<file path="src/rtl/ppi_pkg.sv">
package ppi_pkg;
  localparam int PORT_W   = 8;
  localparam int ADDR_W   = 2;
  localparam int NPORTS   = 3;
  localparam logic [PORT_W-1:0] RESET_CFG = 8'h9B;

  localparam logic [ADDR_W-1:0] ADR_PA  = 2'd0;
  localparam logic [ADDR_W-1:0] ADR_PB  = 2'd1;
  localparam logic [ADDR_W-1:0] ADR_PC  = 2'd2;
  localparam logic [ADDR_W-1:0] ADR_CFG = 2'd3;

  // handshake reservations on port C, by mode
  localparam logic [PORT_W-1:0] HS_B_M1     = 8'h07;
  localparam logic [PORT_W-1:0] HS_A_M2     = 8'hF8;
  localparam logic [PORT_W-1:0] HS_A_M1_IN  = 8'h38;
  localparam logic [PORT_W-1:0] HS_A_M1_OUT = 8'hC8;

  typedef struct packed {
    logic [PORT_W-1:0] a;
    logic [PORT_W-1:0] b;
    logic [PORT_W-1:0] c;
    logic [PORT_W-1:0] hs;
  } wmask_t;

  function automatic wmask_t masks_of(input logic [PORT_W-1:0] w);
    wmask_t r;
    r.a  = w[4] ? '0 : '1;
    r.b  = w[1] ? '0 : '1;
    r.c  = {(w[3] ? 4'h0 : 4'hF), (w[0] ? 4'h0 : 4'hF)};
    r.hs = '0;
    if (w[2]) r.hs = r.hs | HS_B_M1;
    if (w[6]) r.hs = r.hs | HS_A_M2;
    else if (w[5]) r.hs = r.hs | (w[4] ? HS_A_M1_IN : HS_A_M1_OUT);
    r.c = r.c & ~r.hs;
    return r;
  endfunction
endpackage

</file>
<file path="src/rtl/ppi_cfg_reg.sv">
module ppi_cfg_reg
  import ppi_pkg::*;
(
  input  logic              clk,
  input  logic              rst_n,
  input  logic              cfg_we,
  input  logic [PORT_W-1:0] cfg_wdata,
  output logic [PORT_W-1:0] cfg_q,
  output wmask_t            cur_mask,
  output wmask_t            new_mask
);
  always_ff @(posedge clk or negedge rst_n) begin
    if (!rst_n)      cfg_q <= RESET_CFG;
    else if (cfg_we) cfg_q <= cfg_wdata;
  end

  always_comb begin
    cur_mask = masks_of(cfg_q);
    new_mask = masks_of(cfg_wdata);
  end

  assert_cfg_load_R8: assert property (@(posedge clk) disable iff (!rst_n)
    cfg_we |=> cfg_q == $past(cfg_wdata));
  assert_cfg_hold_R4: assert property (@(posedge clk) disable iff (!rst_n)
    !cfg_we |=> $stable(cfg_q));
  assert_mode2_reserve_R6: assert property (@(posedge clk) disable iff (!rst_n)
    cfg_q[6] |-> (cur_mask.hs[7:3] == 5'h1F && cur_mask.c[7:3] == 5'h00));
endmodule

</file>
<file path="src/rtl/ppi_latch.sv">
module ppi_latch #(
  parameter int W = 8
) (
  input  logic         clk,
  input  logic         rst_n,
  input  logic         wr_en,
  input  logic [W-1:0] wr_mask,
  input  logic [W-1:0] wr_data,
  input  logic         clr_en,
  input  logic [W-1:0] keep_mask,
  output logic [W-1:0] q
);
  always_ff @(posedge clk or negedge rst_n) begin
    if (!rst_n)      q <= '0;
    else if (clr_en) q <= q & keep_mask;
    else if (wr_en)  q <= (q & ~wr_mask) | (wr_data & wr_mask);
  end

  assert_write_scope_R10: assert property (@(posedge clk) disable iff (!rst_n)
    !clr_en |=> ((q ^ $past(q)) & ~($past(wr_en) ? $past(wr_mask) : '0)) == '0);
  assert_clear_inputs_R5: assert property (@(posedge clk) disable iff (!rst_n)
    clr_en |=> (q & ~$past(keep_mask)) == '0);
endmodule

</file>
<file path="src/rtl/ppi_rd_mux.sv">
module ppi_rd_mux
  import ppi_pkg::*;
(
  input  logic [ADDR_W-1:0]             addr,
  input  logic [NPORTS-1:0][PORT_W-1:0] latch,
  input  logic [NPORTS-1:0][PORT_W-1:0] wmask,
  input  logic [NPORTS-1:0][PORT_W-1:0] pins,
  input  logic [PORT_W-1:0]             cfg,
  output logic [PORT_W-1:0]             rdata
);
  logic [NPORTS-1:0][PORT_W-1:0] view;

  for (genvar i = 0; i < NPORTS; i++) begin : g_view
    assign view[i] = (latch[i] & wmask[i]) | (pins[i] & ~wmask[i]);
  end

  always_comb begin
    unique case (addr)
      ADR_PA:  rdata = view[0];
      ADR_PB:  rdata = view[1];
      ADR_PC:  rdata = view[2];
      default: rdata = cfg;
    endcase
  end
endmodule

</file>
<file path="src/rtl/ppi_core.sv">
module ppi_core
  import ppi_pkg::*;
(
  input  logic              clk,
  input  logic              rst_n,
  input  logic [ADDR_W-1:0] bus_addr,
  input  logic [PORT_W-1:0] bus_wdata,
  input  logic              bus_wr,
  input  logic              bus_rd,
  output logic [PORT_W-1:0] bus_rdata,
  output logic [PORT_W-1:0] cfg_word,
  output logic [PORT_W-1:0] pa_out,
  output logic [PORT_W-1:0] pa_oe,
  input  logic [PORT_W-1:0] pa_in,
  output logic [PORT_W-1:0] pb_out,
  output logic [PORT_W-1:0] pb_oe,
  input  logic [PORT_W-1:0] pb_in,
  output logic [PORT_W-1:0] pc_out,
  output logic [PORT_W-1:0] pc_oe,
  input  logic [PORT_W-1:0] pc_in,
  output logic [PORT_W-1:0] pc_hs_own
);
  localparam int SEL_W = $clog2(PORT_W);

  logic   cfg_we, bsr_we;
  wmask_t cur_m, new_m;
  logic [SEL_W-1:0] bsr_sel;

  logic [NPORTS-1:0]             l_wr;
  logic [NPORTS-1:0][PORT_W-1:0] l_mask, l_data, l_keep, l_q, cur_w, pins;

  assign cfg_we  = bus_wr && bus_addr == ADR_CFG &&  bus_wdata[7];
  assign bsr_we  = bus_wr && bus_addr == ADR_CFG && !bus_wdata[7];
  assign bsr_sel = bus_wdata[SEL_W:1];

  ppi_cfg_reg u_cfg (
    .clk      (clk),
    .rst_n    (rst_n),
    .cfg_we   (cfg_we),
    .cfg_wdata(bus_wdata),
    .cfg_q    (cfg_word),
    .cur_mask (cur_m),
    .new_mask (new_m)
  );

  assign cur_w  = {cur_m.c, cur_m.b, cur_m.a};
  assign l_keep = {new_m.c, new_m.b, new_m.a};
  assign pins   = {pc_in, pb_in, pa_in};

  // ports A and B: plain byte writes
  for (genvar i = 0; i < NPORTS - 1; i++) begin : g_ab
    assign l_wr[i]   = bus_wr && bus_addr == ADDR_W'(i);
    assign l_mask[i] = cur_w[i];
    assign l_data[i] = bus_wdata;
  end

  // port C: byte write or single-bit set/reset
  assign l_wr[2]   = (bus_wr && bus_addr == ADR_PC) || bsr_we;
  assign l_mask[2] = bsr_we ? (cur_w[2] & (PORT_W'(1) << bsr_sel)) : cur_w[2];
  assign l_data[2] = bsr_we ? {PORT_W{bus_wdata[0]}} : bus_wdata;

  for (genvar i = 0; i < NPORTS; i++) begin : g_latch
    ppi_latch #(.W(PORT_W)) u_latch (
      .clk      (clk),
      .rst_n    (rst_n),
      .wr_en    (l_wr[i]),
      .wr_mask  (l_mask[i]),
      .wr_data  (l_data[i]),
      .clr_en   (cfg_we),
      .keep_mask(l_keep[i]),
      .q        (l_q[i])
    );
  end

  ppi_rd_mux u_rd (
    .addr (bus_addr),
    .latch(l_q),
    .wmask(cur_w),
    .pins (pins),
    .cfg  (cfg_word),
    .rdata(bus_rdata)
  );

  assign pa_out    = l_q[0];
  assign pb_out    = l_q[1];
  assign pc_out    = l_q[2];
  assign pa_oe     = cur_w[0];
  assign pb_oe     = cur_w[1];
  assign pc_oe     = cur_w[2];
  assign pc_hs_own = cur_m.hs;

  assert_oe_quiet_R11: assert property (@(posedge clk) disable iff (!rst_n)
    !cfg_we |=> ($stable(pa_oe) && $stable(pb_oe) && $stable(pc_oe)));
  assert_cfg_read_R8: assert property (@(posedge clk) disable iff (!rst_n)
    (bus_rd && bus_addr == ADR_CFG) |-> bus_rdata == cfg_word);
  assert_hs_undriven_R6: assert property (@(posedge clk) disable iff (!rst_n)
    (pc_oe & pc_hs_own) == '0);
  assert_bsr_reserved_R7: assert property (@(posedge clk) disable iff (!rst_n)
    bsr_we |=> ((pc_out ^ $past(pc_out)) & $past(pc_hs_own)) == '0);
endmodule

</file>
<file path="config.mk">
export PLATFORM = sky130hd
export DESIGN_NAME = ppi_core
export DESIGN_NICKNAME = d
export VERILOG_FILES = /design/src/rtl/ppi_pkg.sv /design/src/rtl/ppi_cfg_reg.sv /design/src/rtl/ppi_latch.sv /design/src/rtl/ppi_rd_mux.sv /design/src/rtl/ppi_core.sv
export SDC_FILE = /design/constraint.sdc
export NUM_CORES = 1
export LEC_CHECK = 0
export BUFFER_PORTS_ARGS = -buffer_cell sky130_fd_sc_hd__buf_2
export CORE_ASPECT_RATIO = 0.7
export CORE_MARGIN = 2
export CORE_UTILIZATION = 51
export DETAILED_ROUTE_END_ITERATION = 10
export GPL_TIMING_DRIVEN = 1
export PLACE_DENSITY = 0.83
export RECOVER_POWER = 50
export SETUP_SLACK_MARGIN = 0.2
export SYNTH_ARGS = -nofsm -noshare
export SYNTH_HDL_FRONTEND = slang
export SYNTH_SLANG_ARGS = --single-unit
</file>
<file path="constraint.sdc">
create_clock -name clk -period 5.15 [get_ports clk]
set_clock_uncertainty 0.05 [all_clocks]
set_input_delay 1.03 -clock clk [delete_from_list [all_inputs] [get_ports clk]]
set_output_delay 1.03 -clock clk [all_outputs]
set_load 0.01 [all_outputs]
</file>
* Word-level counts from Yosys, hierarchy flattened
Cells that the tools add are included.
Operators by class: equality and inequality tests 3, shifts and indexed selects 1, muxes and demuxes 25, bitwise operators 32, reduce and logical (&&, ||, !) cells 12
Operators by type and width (count):
- bitwise AND 8 bit | 18
- 2-to-1 mux 8 bit | 18
- OR 8 bit | 7
- inverter 8 bit | 6
- one-hot mux 8 bit (3 select lines) | 1
- 2-to-1 mux 4 bit | 4
- OR 3 x 8 -> 8 bit | 1
- left shift 1 x 3 -> 8 bit, first input constant | 1
- logical AND 1 bit | 6
- 2-to-1 mux 3 bit | 2
- nonzero test 2 bit | 3
- equality test 2 bit, second input constant | 2
- equality test 2 x 1 -> 1 bit, second input constant | 1
- logical NOT 2 bit | 1
- logical NOT 1 bit | 1
- logical OR 1 bit | 1
Word-level totals: register bits 32, bits of input ports 38, output and inout bits 72, logic and storage cells 77

* Longest topological paths before layout
Gate-level depths: netlist (run 1).
depth in word-level cells 13, gate-level depth with buffers 6, gate-level depth less buffers 5

* Cells and area by module
From an unflattened synthesis (run 1), not the netlist that was laid out.
Unflattened totals: cell total of the unflattened synthesis 294, area total of the unflattened synthesis 2816.5 um2
Modules (own cells, without submodules):
- ppi_latch | instances 3, cells each 42, area an instance 412.9 um2, seq. area each 200.2 um2
- ppi_cfg_reg | instances 1, cells each 83, area an instance 773.2 um2, seq. area each 206.4 um2
- ppi_rd_mux | instances 1, cells each 54, area an instance 531.8 um2, seq. area each 0.0 um2
- ppi_core | instances 1, cells each 31, area an instance 272.8 um2, seq. area each 0.0 um2

* Least setup slack after synthesis (run 1)
Ideal clock, no wire load.
path kind input to output, from input bus_addr[0], to output bus_rdata[3], arrival time 1.991 ns, required time 4.070 ns, setup slack 2.079 ns, stages on the path 3, buffers on the path 2, cells stage by stage buf_2 > buf_2 > mux4_2
On the way: cells in the longest elaborated chain, start to end 2, elaborated cells on any way between the ends 4, classes of those cells eq/ne (2); mux (1); reduce/logical (1)
Ends and longest elaborated chain:
- from (decl) | line ppi_core.sv:6 | input logic [ADDR_W-1:0] bus_addr,
- equality test 2 bit (tied with other cells) | line ppi_rd_mux.sv:18 | unique case (addr)
- one-hot mux 8 bit (3 select lines) (*) | line ppi_rd_mux.sv:18
- to (decl) | line ppi_core.sv:10 | output logic [PORT_W-1:0] bus_rdata,
Every way passes the cells marked *; elsewhere a longest branch is shown, timed or not.

* Final worst setup path (run 1)
from register u_cfg.cfg_q[4], to output bus_rdata[6]
On the way: cells in the longest elaborated chain, start to end 10, elaborated cells on any way between the ends 16, classes of those cells mux (5); bitwise (11)
Ends and longest elaborated chain:
- from (decl) | line ppi_cfg_reg.sv:8 | output logic [PORT_W-1:0] cfg_q,
- from (signal assigned) | line ppi_cfg_reg.sv:14 | else if (cfg_we) cfg_q <= cfg_wdata;
- 2-to-1 mux 8 bit | line ppi_pkg.sv:33 | else if (w[5]) r.hs = r.hs | (w[4] ? HS_A_M1_IN : HS_A_M1_OUT);
- OR 8 bit | line ppi_pkg.sv:33
- 2-to-1 mux 8 bit | line ppi_pkg.sv:33
- 2-to-1 mux 8 bit | line ppi_pkg.sv:32 | if (w[6]) r.hs = r.hs | HS_A_M2;
- inverter 8 bit | line ppi_pkg.sv:34 | r.c = r.c & ~r.hs;
- bitwise AND 8 bit | line ppi_pkg.sv:34
- inverter 8 bit | line ppi_rd_mux.sv:14 | assign view[i] = (latch[i] & wmask[i]) | (pins[i] & ~wmask[i]);
- bitwise AND 8 bit | line ppi_rd_mux.sv:14
- OR 8 bit | line ppi_rd_mux.sv:14
- one-hot mux 8 bit (3 select lines) (*) | line ppi_rd_mux.sv:18
Marked as above.

==> impl_metrics.env, run 1 <==
export IMPL_dieArea_um2=5210
export IMPL_cts_buffer_depth=2
export IMPL_grt_use_total=0.270
export IMPL_syn_area_um2=2370
export IMPL_p_int_uw=643
export IMPL_synth_main_ff_cell="dfrtp_1"
export IMPL_hold_path_class="reg -> reg"
export IMPL_holdBufCountCts=0
export IMPL_setup_tns_final_ns=0
export IMPL_fin_nets=384
export IMPL_dp_cells=394
export IMPL_yosysSeqAreaShare=0.341
export IMPL_yosys_warnings=0
export IMPL_post_drt_wl_per_cell_um=17.3
export IMPL_fin_crit_ns=3.73
export IMPL_synthArstFlopShare=1.00
export IMPL_die_h_um=61
export IMPL_setup_violations=0
export IMPL_yosysUniqueCellTypes=50
export IMPL_vias=2401
export IMPL_hold_viol_final=0
export IMPL_power_leakage_nw=1.30
export IMPL_synthDominantCellAreaShare=0.285
export IMPL_critPathMaxStageDelay_ns=0.94
export IMPL_drc=0
export IMPL_drv_cap=1
export IMPL_layout_area_seq_um2=807
export IMPL_drtIter0Drc=215
export IMPL_worst_pin_slew_ns=1.74
export IMPL_cts_resized=0
export IMPL_violations="capacitance limit, slew limit"
export IMPL_end_kind="output pin"
export IMPL_synthTopCellsByArea="dfrtp_1, mux2_2, buf_4"
export IMPL_grt_pass1_wl_mm=10.6
export IMPL_grt_overflow=0
export IMPL_yosysTopAreaCell="dfrtp_1"
export IMPL_cp_slowest_cell="dfstp_1"
export IMPL_fill_cells=420
export IMPL_synth_edff_count=0
export IMPL_viasPerCell=5.97
export IMPL_clkLatencyLatePin_ns=0.28
export IMPL_path_class="reg -> out"
export IMPL_path_clk_slew_ns=0.07
export IMPL_io_buffers=108
export IMPL_area_growth_pct=18.2
export IMPL_max_vdd_ir_drop_mv=0.203
export IMPL_cts_tree="done"
export IMPL_rows=20
export IMPL_crit_arrival_ns=2.65
export IMPL_antenna_found_initial=0
export IMPL_gp_congestion=0.876
export IMPL_pwr_share_clk=0.229
export IMPL_insertedDiodeCount=0
export IMPL_detail_route_antenna_nets=0
export IMPL_multi_input_area_um2=1280
export IMPL_synthCells=272
export IMPL_p_sw_uw=396
export IMPL_fin_crit_sh=0.724
export IMPL_avgSynthCellArea_um2=8.70
export IMPL_place_area_um2=2730
export IMPL_crit_family="flip-flops"
export IMPL_powerDensity_nw_per_um2=371
export IMPL_outcome="finished, violations left"
export IMPL_synth_nets=310
export IMPL_clock_sinks=32
export IMPL_max_slew_margin=-0.159
export IMPL_chipWidth_um=85.4
export IMPL_fin_area_um2=2800
export IMPL_grt_pass1_vias=2031
export IMPL_final_cell_count_no_fill=402
export IMPL_drive_above_1_share=0.326
export IMPL_cp_cell_sequence="nor2b_2 > or2_4 > mux2_4 > mux4_2 > buf_2"
export IMPL_cp_max_fo=17
export IMPL_htreeDepth=2
export IMPL_drt_total_wl_mm=6.96
export IMPL_initial_core_util=0.537
export IMPL_crit_buf_inv=1
export IMPL_cts_root_buffer="clkbuf_8"
export IMPL_switching_share=0.381
export IMPL_cts_made_buffers=5
export IMPL_max_freq_mhz=268
export IMPL_pwr_share_seq=0.360
export IMPL_ys_seq_elements=32
export IMPL_startpoint_type="flip-flop"
export IMPL_post_route_util=0.635
export IMPL_firstDrtPassIters=5
export IMPL_ioPinCount=110
export IMPL_p_comb_frac=0.411
export IMPL_post_cts_setup_buffer_count=0
export IMPL_core_area_um2=4400
export IMPL_post_dp_hpwl_mm=5.06
export IMPL_grt_setup_unrepaired="false"
export IMPL_slew_violations=33
export IMPL_crit_required_ns=4.07
export IMPL_grt_start_max_net_pins=33
## power groups by stage
stage	sequential [mW]	combinational [mW]	clock, mW
after floorplan	0.378	0.298	0
after global placement	0.374	0.432	0
after detailed placement	0.377	0.440	0
after CTS	0.373	0.442	0.240
after global routing	0.382	0.467	0.257
final	0.374	0.427	0.238
## cell usage after synthesis, types with 3 or more instances
cell / instances
a2111oi_0: 3
a211oi_1: 3
a21o_1: 4
a21oi_1: 15
a22o_1: 4
a32o_1: 4
and3_1: 4
buf_2: 5
buf_4: 23
clkbuf_1: 11
dfrtp_1: 27
dfstp_2: 5
inv_1: 7
mux2_2: 16
mux4_2: 6
nand2_1: 44
nand3_1: 22
nor2_1: 11
nor3_1: 4
o21ai_0: 15
## metal layers
layer,GRT usage,up-vias,part of all wire
li1,-,1116,-
met1,0.405,1123,0.44
met2,0.395,151,0.45
met3,0.0490,11,0.090
met4,0.0907,0,0.017
met5,0,-,0
## path summary, 6_finish.rpt
check,startpoint,end,slack [ns],cells past startpoint
max,u_cfg.cfg_q[4],bus_rdata[6],1.42,5
min,u_cfg.cfg_q[7],u_cfg.cfg_q[7],0.49,1
max reg2reg,u_cfg.cfg_q[4],flip-flop,2.88,4
min reg2reg,u_cfg.cfg_q[7],u_cfg.cfg_q[7],0.49,1
max in group asynchronous,rst_n,asynchronous set/reset pin,2.90,1
min in group asynchronous,rst_n,asynchronous set/reset pin,1.15,1
## cell families after synthesis
logic type	count (synthesis)	synth area share
buf+inv	49	0.117
flops	32	0.341
compound gates	63	0.184
mux	24	0.144
simple gates	104	0.214
## cells in the final DEF, fill, tap and decap left out, types with 3 or more instances in the layout
master / n
a2111oi_0: 3
a211oi_1: 3
a21o_1: 4
a21oi_1: 15
a22o_1: 4
a32o_1: 4
and3_1: 4
buf_2: 76
clkbuf_1: 33
clkbuf_8: 5
dfrtp_1: 27
dfstp_1: 5
inv_1: 7
mux2_2: 16
mux4_2: 6
nand2_1: 44
nand3_1: 22
nor2_1: 11
nor3_1: 4
o21ai_0: 15
## metrics by stage
| stage | hold slack, ns | worst slack, ns | power (mW) |
|---|---|---|---|
| 2_1_floorplan | 0.439 | 2.08 | 0.675 |
| 3_3_place_gp | 0.446 | 1.94 | 0.806 |
| 3_5_place_dp | 0.448 | 1.92 | 0.817 |
| 4_1_cts | 0.458 | 1.67 | 1.05 |
| 5_1_grt | 0.520 | 1.31 | 1.11 |
| 6_report | 0.487 | 1.42 | 1.04 |
## final cells by class
cell class | instances | share of cell area
multi-input cells | 191 | 0.459
flip-flops and latches | 32 | 0.288
repair buffers | 108 | 0.179
clock buffers | 6 | 0.0259
well taps | 55 | 0.0246
clock inverters | 2 | 0.0125
inverters | 8 | 0.0107
Power figures use the tool's default switching activity.
==> run 2, diff against run 1 <==
--- a/config.mk
+++ b/config.mk
@@ -8,10 +8,10 @@
 export BUFFER_PORTS_ARGS = -buffer_cell sky130_fd_sc_hd__buf_2
 export CORE_ASPECT_RATIO = 0.7
 export CORE_MARGIN = 2
-export CORE_UTILIZATION = 51
+export CORE_UTILIZATION = 43
 export DETAILED_ROUTE_END_ITERATION = 10
 export GPL_TIMING_DRIVEN = 1
-export PLACE_DENSITY = 0.83
+export PLACE_DENSITY = 0.75
 export RECOVER_POWER = 50
 export SETUP_SLACK_MARGIN = 0.2
 export SYNTH_ARGS = -nofsm -noshare
==> constraint.sdc (replaced) <==
create_clock -name clk -period 3 [get_ports clk]
set_clock_uncertainty 0.05 [all_clocks]
set_input_delay 0.6 -clock clk [delete_from_list [all_inputs] [get_ports clk]]
set_output_delay 0.6 -clock clk [all_outputs]
set_load 0.01 [all_outputs]
==> run 2 against run 1 <==
  * The flow still finishes with violations (capacitance limit, slew limit)
  * Count of clock-buffer cells in the layout is the same
  * Register-to-register slack lost 1.8 ns
  * Sequential cell count is the same
  * Combinational power grew 86%
  * Sequential power grew 66%
  * Highest routed layer unchanged
  * First-iteration DRC count shrank 18%
  * Global-route usage shrank 3.5 points
  * Via count grew 1.7%
  * Final cell count grew 6.0%
  * Worst setup slack lost 1.2 ns
  * Die area grew 18%
  * Hold slack lost 0.0015 ns
==> impl_metrics.env, run 2 (synthesis gave the netlist of run 1 again) <==
export IMPL_cts_root_buffer="clkbuf_8"
export IMPL_initial_core_util=0.448
export IMPL_setup_tns_final_ns=0
export IMPL_cp_max_fo=5
export IMPL_die_h_um=66.1
export IMPL_cp_slowest_cell="mux4_2"
export IMPL_area_growth_pct=21.9
export IMPL_r2r_start="u_cfg.cfg_q[6]"
export IMPL_clkLatencyLatePin_ns=0.28
export IMPL_crit_top_cell="or2_4"
export IMPL_final_cell_mix="buf_2, nand2_1, clkbuf_1"
export IMPL_io_buffers=108
export IMPL_cts_tree="done"
export IMPL_cts_buffer_depth=2
export IMPL_core_area_um2=5290
export IMPL_dieArea_um2=6120
export IMPL_drc=0
export IMPL_grt_pass1_wl_mm=11.1
export IMPL_final_cell_count_no_fill=426
export IMPL_max_freq_mhz=358
export IMPL_ioPinCount=110
export IMPL_grt_use_total=0.235
export IMPL_final_common_cell="buf_2"
export IMPL_post_drt_wl_per_cell_um=16.9
export IMPL_insertedDiodeCount=0
export IMPL_critPathMaxStageDelay_ns=0.47
export IMPL_fin_area_um2=2890
export IMPL_fill_cells=514
export IMPL_clock_sinks=32
export IMPL_post_dp_hpwl_mm=5.21
export IMPL_powerDensity_nw_per_um2=633
export IMPL_crit_start="u_cfg.cfg_q[3]"
export IMPL_outcome="finished, violations left"
export IMPL_crit_arrival_ns=2.15
export IMPL_viasPerCell=5.73
export IMPL_drive_above_1_share=0.356
export IMPL_htreeDepth=2
export IMPL_hold_viol_final=0
export IMPL_violations="capacitance limit, slew limit"
export IMPL_drt_total_wl_mm=7.20
export IMPL_place_area_um2=2780
export IMPL_chipWidth_um=92.7
export IMPL_startpoint_type="flip-flop"
export IMPL_crit_buf_inv=1
export IMPL_fin_ws_ns=0.204
export IMPL_grt_start_max_net_pins=33
export IMPL_gp_congestion=0.842
export IMPL_antenna_found_initial=0
export IMPL_end_kind="output pin"
export IMPL_vias=2441
export IMPL_max_slew_margin=-0.210
export IMPL_grt_overflow=0
export IMPL_slew_violations=33
export IMPL_cp_cell_sequence="or2_4 > or2_4 > mux2_4 > mux4_2 > buf_6"
export IMPL_path_class="reg -> out"
export IMPL_firstDrtPassIters=5
export IMPL_drv_cap=1
export IMPL_dp_cells=415
export IMPL_cts_made_buffers=5
export IMPL_hold_path_class="reg -> reg"
export IMPL_power_leakage_nw=1.34
export IMPL_path_clk_slew_ns=0.07
export IMPL_grt_pass1_vias=2086
export IMPL_fin_crit_ns=2.80
export IMPL_fin_crit_sh=0.932
export IMPL_detail_route_antenna_nets=0
export IMPL_crit_family="multiplexers"
export IMPL_max_vdd_ir_drop_mv=0.232
export IMPL_grt_setup_unrepaired="true"
export IMPL_post_place_ws_ns=0.368
export IMPL_rows=22
export IMPL_post_route_util=0.546
export IMPL_worst_pin_slew_ns=1.81
export IMPL_fin_nets=391
export IMPL_drtIter0Drc=176
export IMPL_setup_violations=0
export IMPL_crit_required_ns=2.35
## run 2: cell types whose count changed in the layout (fill, tap and decap cells not counted), moves of 2 or more
| cell | change |
|---|---|
| buf_2 | +2 |
| dfstp_2 | +2 |
| buf_4 | +5 |
| dfstp_1 | -2 |
## run 2: power breakdown
part | leakage [nW] | internal [mW] | switching, mW
Clock | 0.0552 | 0.247 | 0.167
Sequential | 0.392 | 0.528 | 0.0908
Combinational | 0.891 | 0.359 | 0.435
## run 2: layout make-up
cell class	count	area (um^2)	share of cell area
multi-input cells	191	1290	0.449
flip-flops and latches	32	808	0.280
repair buffers	115	556	0.192
well taps	72	90.1	0.0312
clock buffers	6	72.6	0.0251
clock inverters	2	35.0	0.0121
inverters	8	30.0	0.0104
## run 2: metal layers
layer / wire [um] / up-vias / GRT usage
li1: - / 1130 / -
met1: 3160 / 1181 / 0.347
met2: 3230 / 128 / 0.370
met3: 794 / 2 / 0.0502
met4: 15 / 0 / 0.0221
met5: 0 / - / 0
## run 2: repair_timing
| action | CTS | global route |
|---|---|---|
| gates cloned | 0 | 0 |
| hold buffers | 0 | 0 |
| setup buffers | 2 | 1 |
| pin swaps | 0 | 1 |
| gates resized for setup | 1 | 3 |
| setup endpoints to repair | 1 | 2 |
## run 2: path summary, 6_finish.rpt
| check | cells past startpoint | slack (ns) | to |
|---|---|---|---|
| worst max-delay path | 5 | 0.20 | bus_rdata[6] |
| worst min-delay path | 1 | 0.49 | flip-flop |
| worst max register to register | 6 | 1.08 | flip-flop |
| worst min register to register | 1 | 0.49 | flip-flop |
| max in group asynchronous | 1 | 0.97 | u_cfg.cfg_q[6] |
| min in group asynchronous | 1 | 0.75 | asynchronous set/reset pin |
## run 2: per-stage QoR
step / hold slack (ns) / power [mW]
final: 0.486 / 1.83
after detailed placement: 0.451 / 1.42
after floorplan: 0.254 / 1.16
after global routing: 0.507 / 1.93
after CTS: 0.350 / 1.84
after global placement: 0.446 / 1.41
==> run 3, diff against run 2 <==
--- a/config.mk
+++ b/config.mk
@@ -14,6 +14,7 @@
 export PLACE_DENSITY = 0.75
 export RECOVER_POWER = 50
 export SETUP_SLACK_MARGIN = 0.2
+export SLEW_MARGIN = 20
 export SYNTH_ARGS = -nofsm -noshare
 export SYNTH_HDL_FRONTEND = slang
 export SYNTH_SLANG_ARGS = --single-unit
==> constraint.sdc (replaced) <==
create_clock -name clk -period 3 [get_ports clk]
set_clock_uncertainty 0.05 [all_clocks]
set_input_delay 0.3 -clock clk [delete_from_list [all_inputs] [get_ports clk]]
set_output_delay 0.3 -clock clk [all_outputs]
set_load 0.01 [all_outputs]
==> run 3 against run 2 <==
  * The run still ends with capacitance limit, slew limit left
  * Final cell count down 0.70%
  * Global-route usage about the same
  * Combinational power decreased by 5.7%
  * Total power is 1.6% lower
  * Worst setup slack better by 0.13 ns
  * Clock power grew 1%
  * Register-to-register slack better by 0.02 ns
  * Sequential cell count stayed put
  * Hold slack lost 0.22 ns
  * Die area stayed put
  * Largest cell class unchanged
  * Highest routed layer unchanged
==> impl_metrics.env, run 3 (synthesis gave the netlist of run 1 again) <==
export IMPL_fill_cells=532
export IMPL_whs_ns=0.267
export IMPL_max_vdd_ir_drop_mv=0.197
export IMPL_crit_arrival_ns=2.31
export IMPL_drc=0
export IMPL_holdBufCountCts=0
export IMPL_p_int_mw=1.11
export IMPL_clkLatencyLatePin_ns=0.29
export IMPL_setup_violations=0
export IMPL_viasPerCell=5.65
export IMPL_violations="capacitance limit, slew limit"
export IMPL_setup_tns_final_ns=0
export IMPL_hold_viol_final=0
export IMPL_ioPinCount=110
export IMPL_max_freq_mhz=376
export IMPL_switching_share=0.383
export IMPL_pwr_share_seq=0.350
export IMPL_crit_required_ns=2.65
export IMPL_worstHoldStart="bus_wdata[5]"
export IMPL_hold_path_class="in -> reg"
export IMPL_end_kind="output pin"
export IMPL_drive_above_1_share=0.342
export IMPL_final_cell_count_no_fill=423
export IMPL_max_slew_margin=-0.145
export IMPL_chipWidth_um=92.7
export IMPL_worst_pin_slew_ns=1.72
export IMPL_antenna_found_initial=0
export IMPL_drv_cap=1
export IMPL_path_clk_slew_ns=0.07
export IMPL_area_growth_pct=20.2
export IMPL_outcome="finished, violations left"
export IMPL_powerDensity_nw_per_um2=632
export IMPL_holdPathStages=3
export IMPL_post_cts_setup_buffer_count=0
export IMPL_firstDrtPassIters=5
export IMPL_cts_tree="done"
export IMPL_io_buffers=108
export IMPL_htreeDepth=2
export IMPL_initial_core_util=0.448
export IMPL_drtIter0Drc=232
export IMPL_grt_setup_unrepaired="false"
export IMPL_grt_use_total=0.235
export IMPL_cts_root_buffer="clkbuf_8"
export IMPL_grt_pass1_vias=2090
export IMPL_fin_crit_ns=2.66
export IMPL_cp_slowest_cell="dfrtp_1"
export IMPL_drt_total_wl_mm=7.16
export IMPL_gp_congestion=0.848
export IMPL_rows=22
export IMPL_place_area_um2=2780
export IMPL_final_common_cell="buf_2"
export IMPL_grt_start_max_net_pins=33
export IMPL_fin_crit_sh=0.887
export IMPL_pwr_share_clk=0.233
export IMPL_crit_buf_inv=1
export IMPL_grt_overflow=0
export IMPL_power_leakage_nw=1.32
export IMPL_final_cell_mix="buf_2, nand2_1, clkbuf_1"
export IMPL_path_class="reg -> out"
export IMPL_cp_cell_sequence="or2_1 > or2_4 > mux2_4 > mux4_2 > buf_2"
export IMPL_post_place_ws_ns=0.666
export IMPL_insertedDiodeCount=0
export IMPL_cts_made_buffers=5
export IMPL_cts_resized=0
export IMPL_rr_worst_depth=4
export IMPL_r2r_slack_ns=1.10
export IMPL_startpoint_type="flip-flop"
export IMPL_critPathMaxStageDelay_ns=0.50
export IMPL_dp_cells=415
export IMPL_p_sw_uw=688
export IMPL_crit_family="multiplexers"
export IMPL_post_dp_hpwl_mm=5.20
export IMPL_core_area_um2=5290
export IMPL_dieArea_um2=6120
export IMPL_min_to="u_cfg.cfg_q[5]"
export IMPL_cp_max_fo=9
export IMPL_detail_route_antenna_nets=0
export IMPL_cts_buffer_depth=2
export IMPL_fin_area_um2=2850
export IMPL_slew_violations=33
export IMPL_fin_nets=388
export IMPL_die_h_um=66.1
export IMPL_post_drt_wl_per_cell_um=16.9
export IMPL_r2r_start="u_cfg.cfg_q[6]"
export IMPL_p_comb_frac=0.417
export IMPL_grt_pass1_wl_mm=10.8
export IMPL_clock_sinks=32
export IMPL_fin_ws_ns=0.338
export IMPL_vias=2388
run 3: worst max path at each step:
stage | endpoint | cells past startpoint | startpoint
floorplan | bus_rdata[5] | 4 | u_cfg.cfg_q[4]
global placement | bus_rdata[6] | 5 | u_cfg.cfg_q[6]
detailed placement | bus_rdata[6] | 5 | u_cfg.cfg_q[6]
CTS | bus_rdata[6] | 5 | u_cfg.cfg_q[6]
global route | bus_rdata[6] | 5 | u_cfg.cfg_q[6]
finish | bus_rdata[6] | 5 | u_cfg.cfg_q[6]
run 3: layout make-up:
class | instances | area (um^2) | share of cell area
multi-input cells | 191 | 1280 | 0.451
flip-flops and latches | 32 | 807 | 0.284
repair buffers | 112 | 528 | 0.185
well taps | 72 | 90.1 | 0.0316
clock buffers | 6 | 72.6 | 0.0255
clock inverters | 2 | 35.0 | 0.0123
inverters | 8 | 30.0 | 0.0105
run 3: metrics by stage:
stage               power [mW]  utilization
finish                    1.80        0.539
global route              1.90        0.539
CTS                       1.83        0.547
detailed placement        1.41        0.526
global placement          1.40        0.526
floorplan                 1.16            -
run 3: tightest hold or removal path, delay by kind of cell:
family	cells	cell delay, ns
buf+inv	1	0.15
simple gates	2	0.11
run 3: power by group through the flow:
stage | combinational, mW | clock (mW) | sequential, mW
after global placement | 0.765 | 0 | 0.633
after floorplan | 0.511 | 0 | 0.649
after CTS | 0.777 | 0.423 | 0.627
after detailed placement | 0.774 | 0 | 0.635
after global routing | 0.816 | 0.446 | 0.643
final | 0.750 | 0.418 | 0.630
run 3: routing by layer:
layer | part of all wire | vias to the layer above | global-route usage
met4 | 0.0084 | 0 | 0.0625
met2 | 0.45 | 140 | 0.355
met3 | 0.096 | 8 | 0.0604
met5 | 0 | - | 0
li1 | - | 1122 | -
met1 | 0.45 | 1118 | 0.337
